**src/rtl/eei2c_pkg.sv**
```systemverilog
// Shared constants and the transfer phase type for the serial EEPROM slave.
package eei2c_pkg;
    localparam int unsigned BYTE_W    = 8;
    localparam int unsigned ADDR_W    = 8;
    localparam int unsigned OFS_W     = 4;
    localparam int unsigned PAGE_LEN  = 1 << OFS_W;
    localparam int unsigned MEM_DEPTH = 1 << ADDR_W;
    localparam int unsigned PAGE_W    = ADDR_W - OFS_W;
    localparam int unsigned BITCNT_W  = 4;
    localparam logic [3:0]  DEV_TYPE  = 4'b1010;

    typedef enum logic [2:0] {
        PH_IDLE,
        PH_CTRL,
        PH_WORD,
        PH_WDAT,
        PH_RDAT
    } phase_e;
endpackage

```
**src/rtl/eei2c_bus_cond.sv**
```systemverilog
// Bus condition detector.
// Flags SCL edges and START/STOP conditions by comparing the current bus
// levels with the levels held from the previous clock.
// Assumes scl_i and sda_i are already synchronised to clk.
module eei2c_bus_cond (
    input  logic clk,
    input  logic rst_n,
    input  logic scl_i,
    input  logic sda_i,
    output logic scl_rise_o,
    output logic scl_fall_o,
    output logic start_o,
    output logic stop_o
);
    logic scl_q;
    logic sda_q;

    // Hold the previous bus levels; an idle bus reads high.
    always_ff @(posedge clk) begin
        if (!rst_n) begin
            scl_q <= 1'b1;
            sda_q <= 1'b1;
        end else begin
            scl_q <= scl_i;
            sda_q <= sda_i;
        end
    end

    assign scl_rise_o = scl_i & ~scl_q;
    assign scl_fall_o = ~scl_i & scl_q;
    assign start_o    = scl_i & scl_q & sda_q & ~sda_i;
    assign stop_o     = scl_i & scl_q & ~sda_q & sda_i;
endmodule

```
**src/rtl/eei2c_prog_timer.sv**
```systemverilog
// Internal program cycle timer.
// A start pulse holds busy_o high for exactly CYCLES clocks.
// Assumes start_i arrives only while busy_o is low.
module eei2c_prog_timer #(
    parameter int unsigned CYCLES = 2000
) (
    input  logic clk,
    input  logic rst_n,
    input  logic start_i,
    output logic busy_o
);
    localparam int unsigned CNT_W = $clog2(CYCLES + 1);

    logic [CNT_W-1:0] remain;

    // Load the count on start and run it down to zero while busy.
    always_ff @(posedge clk) begin
        if (!rst_n) begin
            busy_o <= 1'b0;
            remain <= '0;
        end else if (start_i && !busy_o) begin
            busy_o <= 1'b1;
            remain <= CNT_W'(CYCLES - 1);
        end else if (busy_o) begin
            if (remain == '0) busy_o <= 1'b0;
            else remain <= remain - 1'b1;
        end
    end
endmodule

```
**src/rtl/eei2c_mem.sv**
```systemverilog
// Storage array for the EEPROM.
// 256 bytes, reset to the erased value 0xFF. The read port is asynchronous.
// Writing a page commits every masked byte of that page in one clock.
module eei2c_mem
    import eei2c_pkg::*;
(
    input  logic                             clk,
    input  logic                             rst_n,
    input  logic [ADDR_W-1:0]                rd_addr,
    output logic [BYTE_W-1:0]                rd_data,
    input  logic                             wr_en,
    input  logic [PAGE_W-1:0]                wr_page,
    input  logic [PAGE_LEN-1:0]              wr_mask,
    input  logic [PAGE_LEN-1:0][BYTE_W-1:0]  wr_data
);
    logic [BYTE_W-1:0] cells [MEM_DEPTH];

    // Erase on reset; otherwise commit the masked bytes of one page.
    always_ff @(posedge clk) begin
        if (!rst_n) begin
            for (int a = 0; a < MEM_DEPTH; a++) cells[a] <= '1;
        end else if (wr_en) begin
            for (int o = 0; o < PAGE_LEN; o++)
                if (wr_mask[o]) cells[{wr_page, OFS_W'(o)}] <= wr_data[o];
        end
    end

    assign rd_data = cells[rd_addr];
endmodule

```
**src/rtl/eeprom_i2c_slave.sv**
```systemverilog
// Serial EEPROM slave (top).
// Decodes I2C transfers: control byte match, word address, page-buffered
// writes and sequential reads. A write commits at STOP and starts the program
// timer, during which the bus is ignored. inhibit_i anywhere from START to
// STOP discards the write. Assumes synchronised bus inputs and a clock well
// above the SCL rate (each SCL level lasts at least two clocks).
module eeprom_i2c_slave
    import eei2c_pkg::*;
#(
    parameter logic [2:0]  DEV_SEL    = 3'b000,
    parameter int unsigned TWR_CYCLES = 2000
) (
    input  logic clk,
    input  logic rst_n,
    input  logic scl_i,
    input  logic sda_i,
    input  logic inhibit_i,
    output logic sda_low_o,
    output logic ready_o
);
    localparam logic [BITCNT_W-1:0] LAST_BIT = BITCNT_W'(BYTE_W);

    logic scl_rise, scl_fall, bus_start, bus_stop;
    logic busy, commit;
    phase_e phase;
    logic [BITCNT_W-1:0] bit_cnt;
    logic in_ack, master_ack_n, drive_q;
    logic [BYTE_W-1:0] shift_q, rd_byte, mem_rd;
    logic [ADDR_W-1:0] addr_ptr;
    logic [OFS_W-1:0] ofs;
    logic [PAGE_LEN-1:0][BYTE_W-1:0] page_buf;
    logic [PAGE_LEN-1:0] page_mask;
    logic wr_pend, inh_seen;

    eei2c_bus_cond u_cond (
        .clk(clk), .rst_n(rst_n), .scl_i(scl_i), .sda_i(sda_i),
        .scl_rise_o(scl_rise), .scl_fall_o(scl_fall),
        .start_o(bus_start), .stop_o(bus_stop)
    );

    eei2c_prog_timer #(.CYCLES(TWR_CYCLES)) u_timer (
        .clk(clk), .rst_n(rst_n), .start_i(commit), .busy_o(busy)
    );

    eei2c_mem u_mem (
        .clk(clk), .rst_n(rst_n), .rd_addr(addr_ptr), .rd_data(mem_rd),
        .wr_en(commit), .wr_page(addr_ptr[ADDR_W-1:OFS_W]),
        .wr_mask(page_mask), .wr_data(page_buf)
    );

    assign ofs    = addr_ptr[OFS_W-1:0];
    assign commit = bus_stop && !busy && wr_pend && !inhibit_i && !inh_seen;

    // Transfer sequencer: bit shifting, acknowledge slots, buffering, read-out.
    always_ff @(posedge clk) begin
        if (!rst_n) begin
            phase        <= PH_IDLE;
            bit_cnt      <= '0;
            in_ack       <= 1'b0;
            master_ack_n <= 1'b1;
            drive_q      <= 1'b0;
            shift_q      <= '0;
            rd_byte      <= '0;
            addr_ptr     <= '0;
            page_buf     <= '0;
            page_mask    <= '0;
            wr_pend      <= 1'b0;
            inh_seen     <= 1'b0;
        end else if (busy) begin
            phase     <= PH_IDLE;
            in_ack    <= 1'b0;
            bit_cnt   <= '0;
            drive_q   <= 1'b0;
            page_mask <= '0;
            wr_pend   <= 1'b0;
        end else if (bus_start) begin
            phase     <= PH_CTRL;
            bit_cnt   <= '0;
            in_ack    <= 1'b0;
            drive_q   <= 1'b0;
            page_mask <= '0;
            wr_pend   <= 1'b0;
            inh_seen  <= inhibit_i;
        end else if (bus_stop) begin
            phase     <= PH_IDLE;
            in_ack    <= 1'b0;
            drive_q   <= 1'b0;
            page_mask <= '0;
            wr_pend   <= 1'b0;
        end else begin
            if (inhibit_i) inh_seen <= 1'b1;
            if (phase != PH_IDLE) begin
                if (scl_rise) begin
                    if (in_ack) begin
                        master_ack_n <= sda_i;
                    end else if (bit_cnt < LAST_BIT) begin
                        shift_q <= {shift_q[BYTE_W-2:0], sda_i};
                        bit_cnt <= bit_cnt + 1'b1;
                    end
                end else if (scl_fall) begin
                    if (!in_ack && bit_cnt == LAST_BIT) begin
                        in_ack <= 1'b1;
                        case (phase)
                            PH_CTRL: begin
                                if (shift_q[7:1] == {DEV_TYPE, DEV_SEL}) drive_q <= 1'b1;
                                else phase <= PH_IDLE;
                            end
                            PH_WORD: begin
                                drive_q  <= 1'b1;
                                addr_ptr <= shift_q;
                            end
                            PH_WDAT: begin
                                drive_q                  <= 1'b1;
                                page_buf[ofs]            <= shift_q;
                                page_mask[ofs]           <= 1'b1;
                                wr_pend                  <= 1'b1;
                                addr_ptr[OFS_W-1:0]      <= ofs + OFS_W'(1);
                            end
                            default: drive_q <= 1'b0;
                        endcase
                    end else if (in_ack) begin
                        in_ack  <= 1'b0;
                        bit_cnt <= '0;
                        drive_q <= 1'b0;
                        case (phase)
                            PH_CTRL: begin
                                if (shift_q[0]) begin
                                    phase    <= PH_RDAT;
                                    rd_byte  <= mem_rd;
                                    addr_ptr <= addr_ptr + 1'b1;
                                    drive_q  <= ~mem_rd[BYTE_W-1];
                                end else begin
                                    phase <= PH_WORD;
                                end
                            end
                            PH_WORD: phase <= PH_WDAT;
                            PH_RDAT: begin
                                if (!master_ack_n) begin
                                    rd_byte  <= mem_rd;
                                    addr_ptr <= addr_ptr + 1'b1;
                                    drive_q  <= ~mem_rd[BYTE_W-1];
                                end else begin
                                    phase <= PH_IDLE;
                                end
                            end
                            default: drive_q <= 1'b0;
                        endcase
                    end else if (phase == PH_RDAT) begin
                        drive_q <= ~rd_byte[~bit_cnt[2:0]];
                    end
                end
            end
        end
    end

    assign sda_low_o = drive_q;
    assign ready_o   = ~busy;
endmodule

```
**config.mk**
```make
export PLATFORM = sky130hd
export DESIGN_NAME = eeprom_i2c_slave
export DESIGN_NICKNAME = d
export VERILOG_FILES = /design/src/rtl/eei2c_pkg.sv /design/src/rtl/eei2c_bus_cond.sv /design/src/rtl/eei2c_prog_timer.sv /design/src/rtl/eei2c_mem.sv /design/src/rtl/eeprom_i2c_slave.sv
export SDC_FILE = /design/constraint.sdc
export NUM_CORES = 2
export LEC_CHECK = 0
export BUFFER_PORTS_ARGS = -buffer_cell sky130_fd_sc_hd__buf_2
export CAP_MARGIN = 20
export CORE_ASPECT_RATIO = 1.4
export CORE_MARGIN = 2
export CORE_UTILIZATION = 50
export DETAILED_ROUTE_END_ITERATION = 12
export HOLD_SLACK_MARGIN = 0.05
export PLACE_DENSITY = 0.65
export SLEW_MARGIN = 20
export SYNTH_ARGS = -nofsm -noshare
export SYNTH_HDL_FRONTEND = slang
export SYNTH_SLANG_ARGS = --single-unit
```
**constraint.sdc**
```tcl
create_clock -name clk -period 8 [get_ports clk]
set_input_delay 0.8 -clock clk [delete_from_list [all_inputs] [get_ports clk]]
set_output_delay 0.8 -clock clk [all_outputs]
set_load 0.02 [all_outputs]
```
==> impl_results.md <==
- Area delta synth->final: 8.66%
- Die width: 387 µm
- HP Start: scl_i
- Pint: 0.0194 W
- Max rail drop VDD: 0.164 mV
- Worst skew pair latency: 880 ps
- Routed vias: 66,048
- Critical Path Sink Type: flop
- FF-to-FF End: u_mem.cells[37][4]$_SDFFCE_PN1P_
- Fin area: 112,000 µm²
- Worst slew pin tran: 1210 ps
- Setup CP Type: reg2reg
- Global-route wire length before repair: approximately 480,000 µm
- Commonest non-fill, non-tap cell in the layout: or3_1
- CP arrival: 5060 ps
- Initial antenna violation count: 27
- Synth Warn #: 0
- Antenna-violating nets left: 0
- Slowest stage delay, CP: 930 ps
- CTS tree: yes
- Vias in the first global route: 62,135
- RR Startpoint: u_cond.scl_q$_SDFF_PN1_
- Required @ worst endpoint: 8480 ps
- Placed Cells: about 9,100
- DRT Wirelength: roughly 350,000 µm
- CP Max Fanout: 74
- Post-synth EDFFs: 2,048
- Switching part of the total: between 20% and 30%
- Clk sinks: roughly 2,200
- Max_slew headroom: 18.8%
- Setup TNS: 0 ps
- Largest net degree at the start of global routing: 145
- Utilization after layout: between 50% and 60%
- FF+latch count, synth: 2,242
- Total GRT Usage: roughly 33%
- CP max-delay cell: o21ai_0
- Number of I/O pins: 7
- Crit path from: u_cond.scl_q$_SDFF_PN1_
- Max clock buf depth: 4
- Non-filler cells, final: 9,545
- R2R depth: 8
- Max_cap viols: 0
- Layout cells sized above 1: 17.6%
- Core area: 204,000 µm²
- Synth Instances: 7,123
- First-pass DRT Iterations: 8
- Worst-path clk slew: about 60 ps
- PD cells: 220 nW/µm²
- Most frequent cells in the layout: or3_1, edfxtp_1, mux4_2
- Share of power burned in the clock network: 42.2%
- Reg2Reg Setup Slack: 3420 ps
- Final count of hold timing violations: 0
- Minimum clock period: 4580 ps
- Status: finished clean
- Post-synth ARST share: 0%
- DP HPWL: 231,000 µm
- DRC: 0
- Fin. max-slew vios: 0
- Syn_area_per_cell: 14.4 µm²
- F_max: 0.218 GHz
- RSZ-0062 raised after global routing: false
- Die height: approximately 540 µm
- Post_cts resized: 0
- Routed len/inst: 36.5 µm
- Root buffer cell: clkbuf_16
- Hold/Removal Path Class: in2reg
- Die area: 209,000 µm²
- Top_reg_cell synth: edfxtp_1
- Syn_nets: 7,138
- Final setup fails: 0
- Total CTS buffers: about 210
- Register area share after synthesis: 63.6%
- Most used cell, CP: buf_4
- Flop pwr share: 54.8%
- Post-synth cell types: 75
- Worst Skew: ~56 ps
- Starting DRT DRC Count: 10,141
- H-tree levels: 4
- Setup crit end: u_mem.cells[37][4]$_SDFFCE_PN1P_
- # port buffers: 6
- Row count: 196
- CP startpoint kind: flop
- Remaining Overflow, GRT: 0
- Routability cong.: between 1 and 1.5
- Final Net Count: 6,686
- Initial core utilization: 50.4%
- Logic pwr share: 2.9%
- Period utilisation layout: a little under three fifths
- Post-CTS setup buffer count: 0
- CP cell instances: ha_1, and3_1, nand4_1, nor2_4, buf_4, nand2_4, buf_4, o21ai_0
- LEAKAGE: 32.6 nW
- NetSw: 0.00521 W
- Mapped Area: slightly above 100,000 µm²
- Vias per cell: roughly 6.9
- DP Area: 105,000 µm²
- Cts hold-fix bufs: 0
-- layout make-up --
cell class | count | area, µm²
clock buffers | 267 | 5790
diodes | 32 | 80.1
fillers | 16148 | 92300
multi-input cells | 3957 | 33800
inverters | 19 | 73.8
well taps | 2673 | 3340
flip-flops and latches | 2242 | 65400
clock inverters | 115 | 1230
repair buffers | 240 | 1970
-- synthesized netlist by cell type (11+ instances only) --
| library cell | number | share of area, % |
|---|---|---|
| o32ai_1 | 13 | 0.11 |
| buf_6 | 30 | 0.33 |
| nand3_1 | 153 | 0.74 |
| edfxtp_1 | 2048 | 60 |
| nand2_1 | 231 | 0.84 |
| dfxtp_1 | 194 | 3.8 |
| or3_1 | 2053 | 12 |
| mux4_1 | 13 | 0.33 |
| nor3_1 | 29 | 0.14 |
| o21ai_0 | 282 | 1.4 |
| buf_1 | 41 | 0.15 |
| a21oi_1 | 190 | 0.93 |
| mux4_2 | 566 | 12 |
| nor2b_1 | 24 | 0.15 |
| nor2_1 | 74 | 0.27 |
| buf_4 | 22 | 0.16 |
| a22oi_1 | 22 | 0.16 |
| o22ai_1 | 12 | 0.073 |
| clkbuf_1 | 760 | 2.8 |
| mux2i_1 | 118 | 1.1 |
| nor4_1 | 11 | 0.067 |
| buf_2 | 46 | 0.22 |
| inv_1 | 19 | 0.069 |
| a31oi_1 | 12 | 0.073 |
-- state kept, by name, summed over array words and instances, names as in the netlist --
| register | flops |
|---|---|
| addr_ptr | 8 |
| bit_cnt | 4 |
| in_ack | 1 |
| inh_seen | 1 |
| master_ack_n | 1 |
| page_buf | 128 |
| page_mask | 16 |
| phase | 3 |
| rd_byte | 8 |
| sda_low_o | 1 |
| shift_q | 8 |
| u_cond.scl_q | 1 |
| u_cond.sda_q | 1 |
| u_mem.cells | 2048 |
| u_timer.busy_o | 1 |
| u_timer.remain | 11 |
| wr_pend | 1 |
-- worst min-delay path by stage --
stage,to,slack [ps],cells after the start
2_1_floorplan,page_mask[0]$_SDFFE_PP0P_,440,2
3_3_place_gp,page_buf[9]$_SDFFE_PN0P_,440,2
3_5_place_dp,page_buf[31]$_SDFFE_PN0P_,450,2
4_1_cts,u_cond.scl_q$_SDFF_PN1_,160,3
5_1_grt,u_cond.scl_q$_SDFF_PN1_,210,3
6_report,u_cond.scl_q$_SDFF_PN1_,190,3
-- layer usage --
metal | GRT usage [%] | wire length, µm
met5 | 0 | 31
met4 | 21.3 | 25000
met3 | 6.17 | 37200
met2 | 53.8 | 169000
met1 | 40.4 | 117000
-- metrics by stage --
step	worst slack [ps]	power (W)	hold slack (ps)
global route	3220	0.0251	213
global placement	3030	0.0144	442
CTS	3430	0.0246	161
detailed placement	2880	0.0144	447
finish	3420	0.0246	187
floorplan	4580	0.0140	437
-- power by group through the flow --
| stage | Sequential [W] | Combinational (W) | Clock [W] |
|---|---|---|---|
| 6_report | 0.0135 | 0.000723 | 0.0104 |
| 5_1_grt | 0.0135 | 0.000745 | 0.0108 |
| 4_1_cts | 0.0135 | 0.000695 | 0.0104 |
| 3_5_place_dp | 0.0137 | 0.000694 | 0 |
| 3_3_place_gp | 0.0137 | 0.000675 | 0 |
| 2_1_floorplan | 0.0136 | 0.000432 | 0 |
-- critical path: cells and delay by family (launching register included) --
kind / cells / cell delay [ps]
simple gates: 4 / 1490
buf+inv: 2 / 1040
compound gates: 1 / 930
flops: 1 / 370
fa+ha+maj: 1 / 250
-- kinds of logic after synthesis --
group,share of synthesized area [%]
AND/OR/NAND/NOR,15.1
adder cells (fa/ha/maj),0.122
flip-flops,63.6
XOR/XNOR,0.0937
AO/OA/AOI/OAI,3.28
multiplexers,13.9
buffers and inverters,3.81
(Power assumes the default switching activity.)
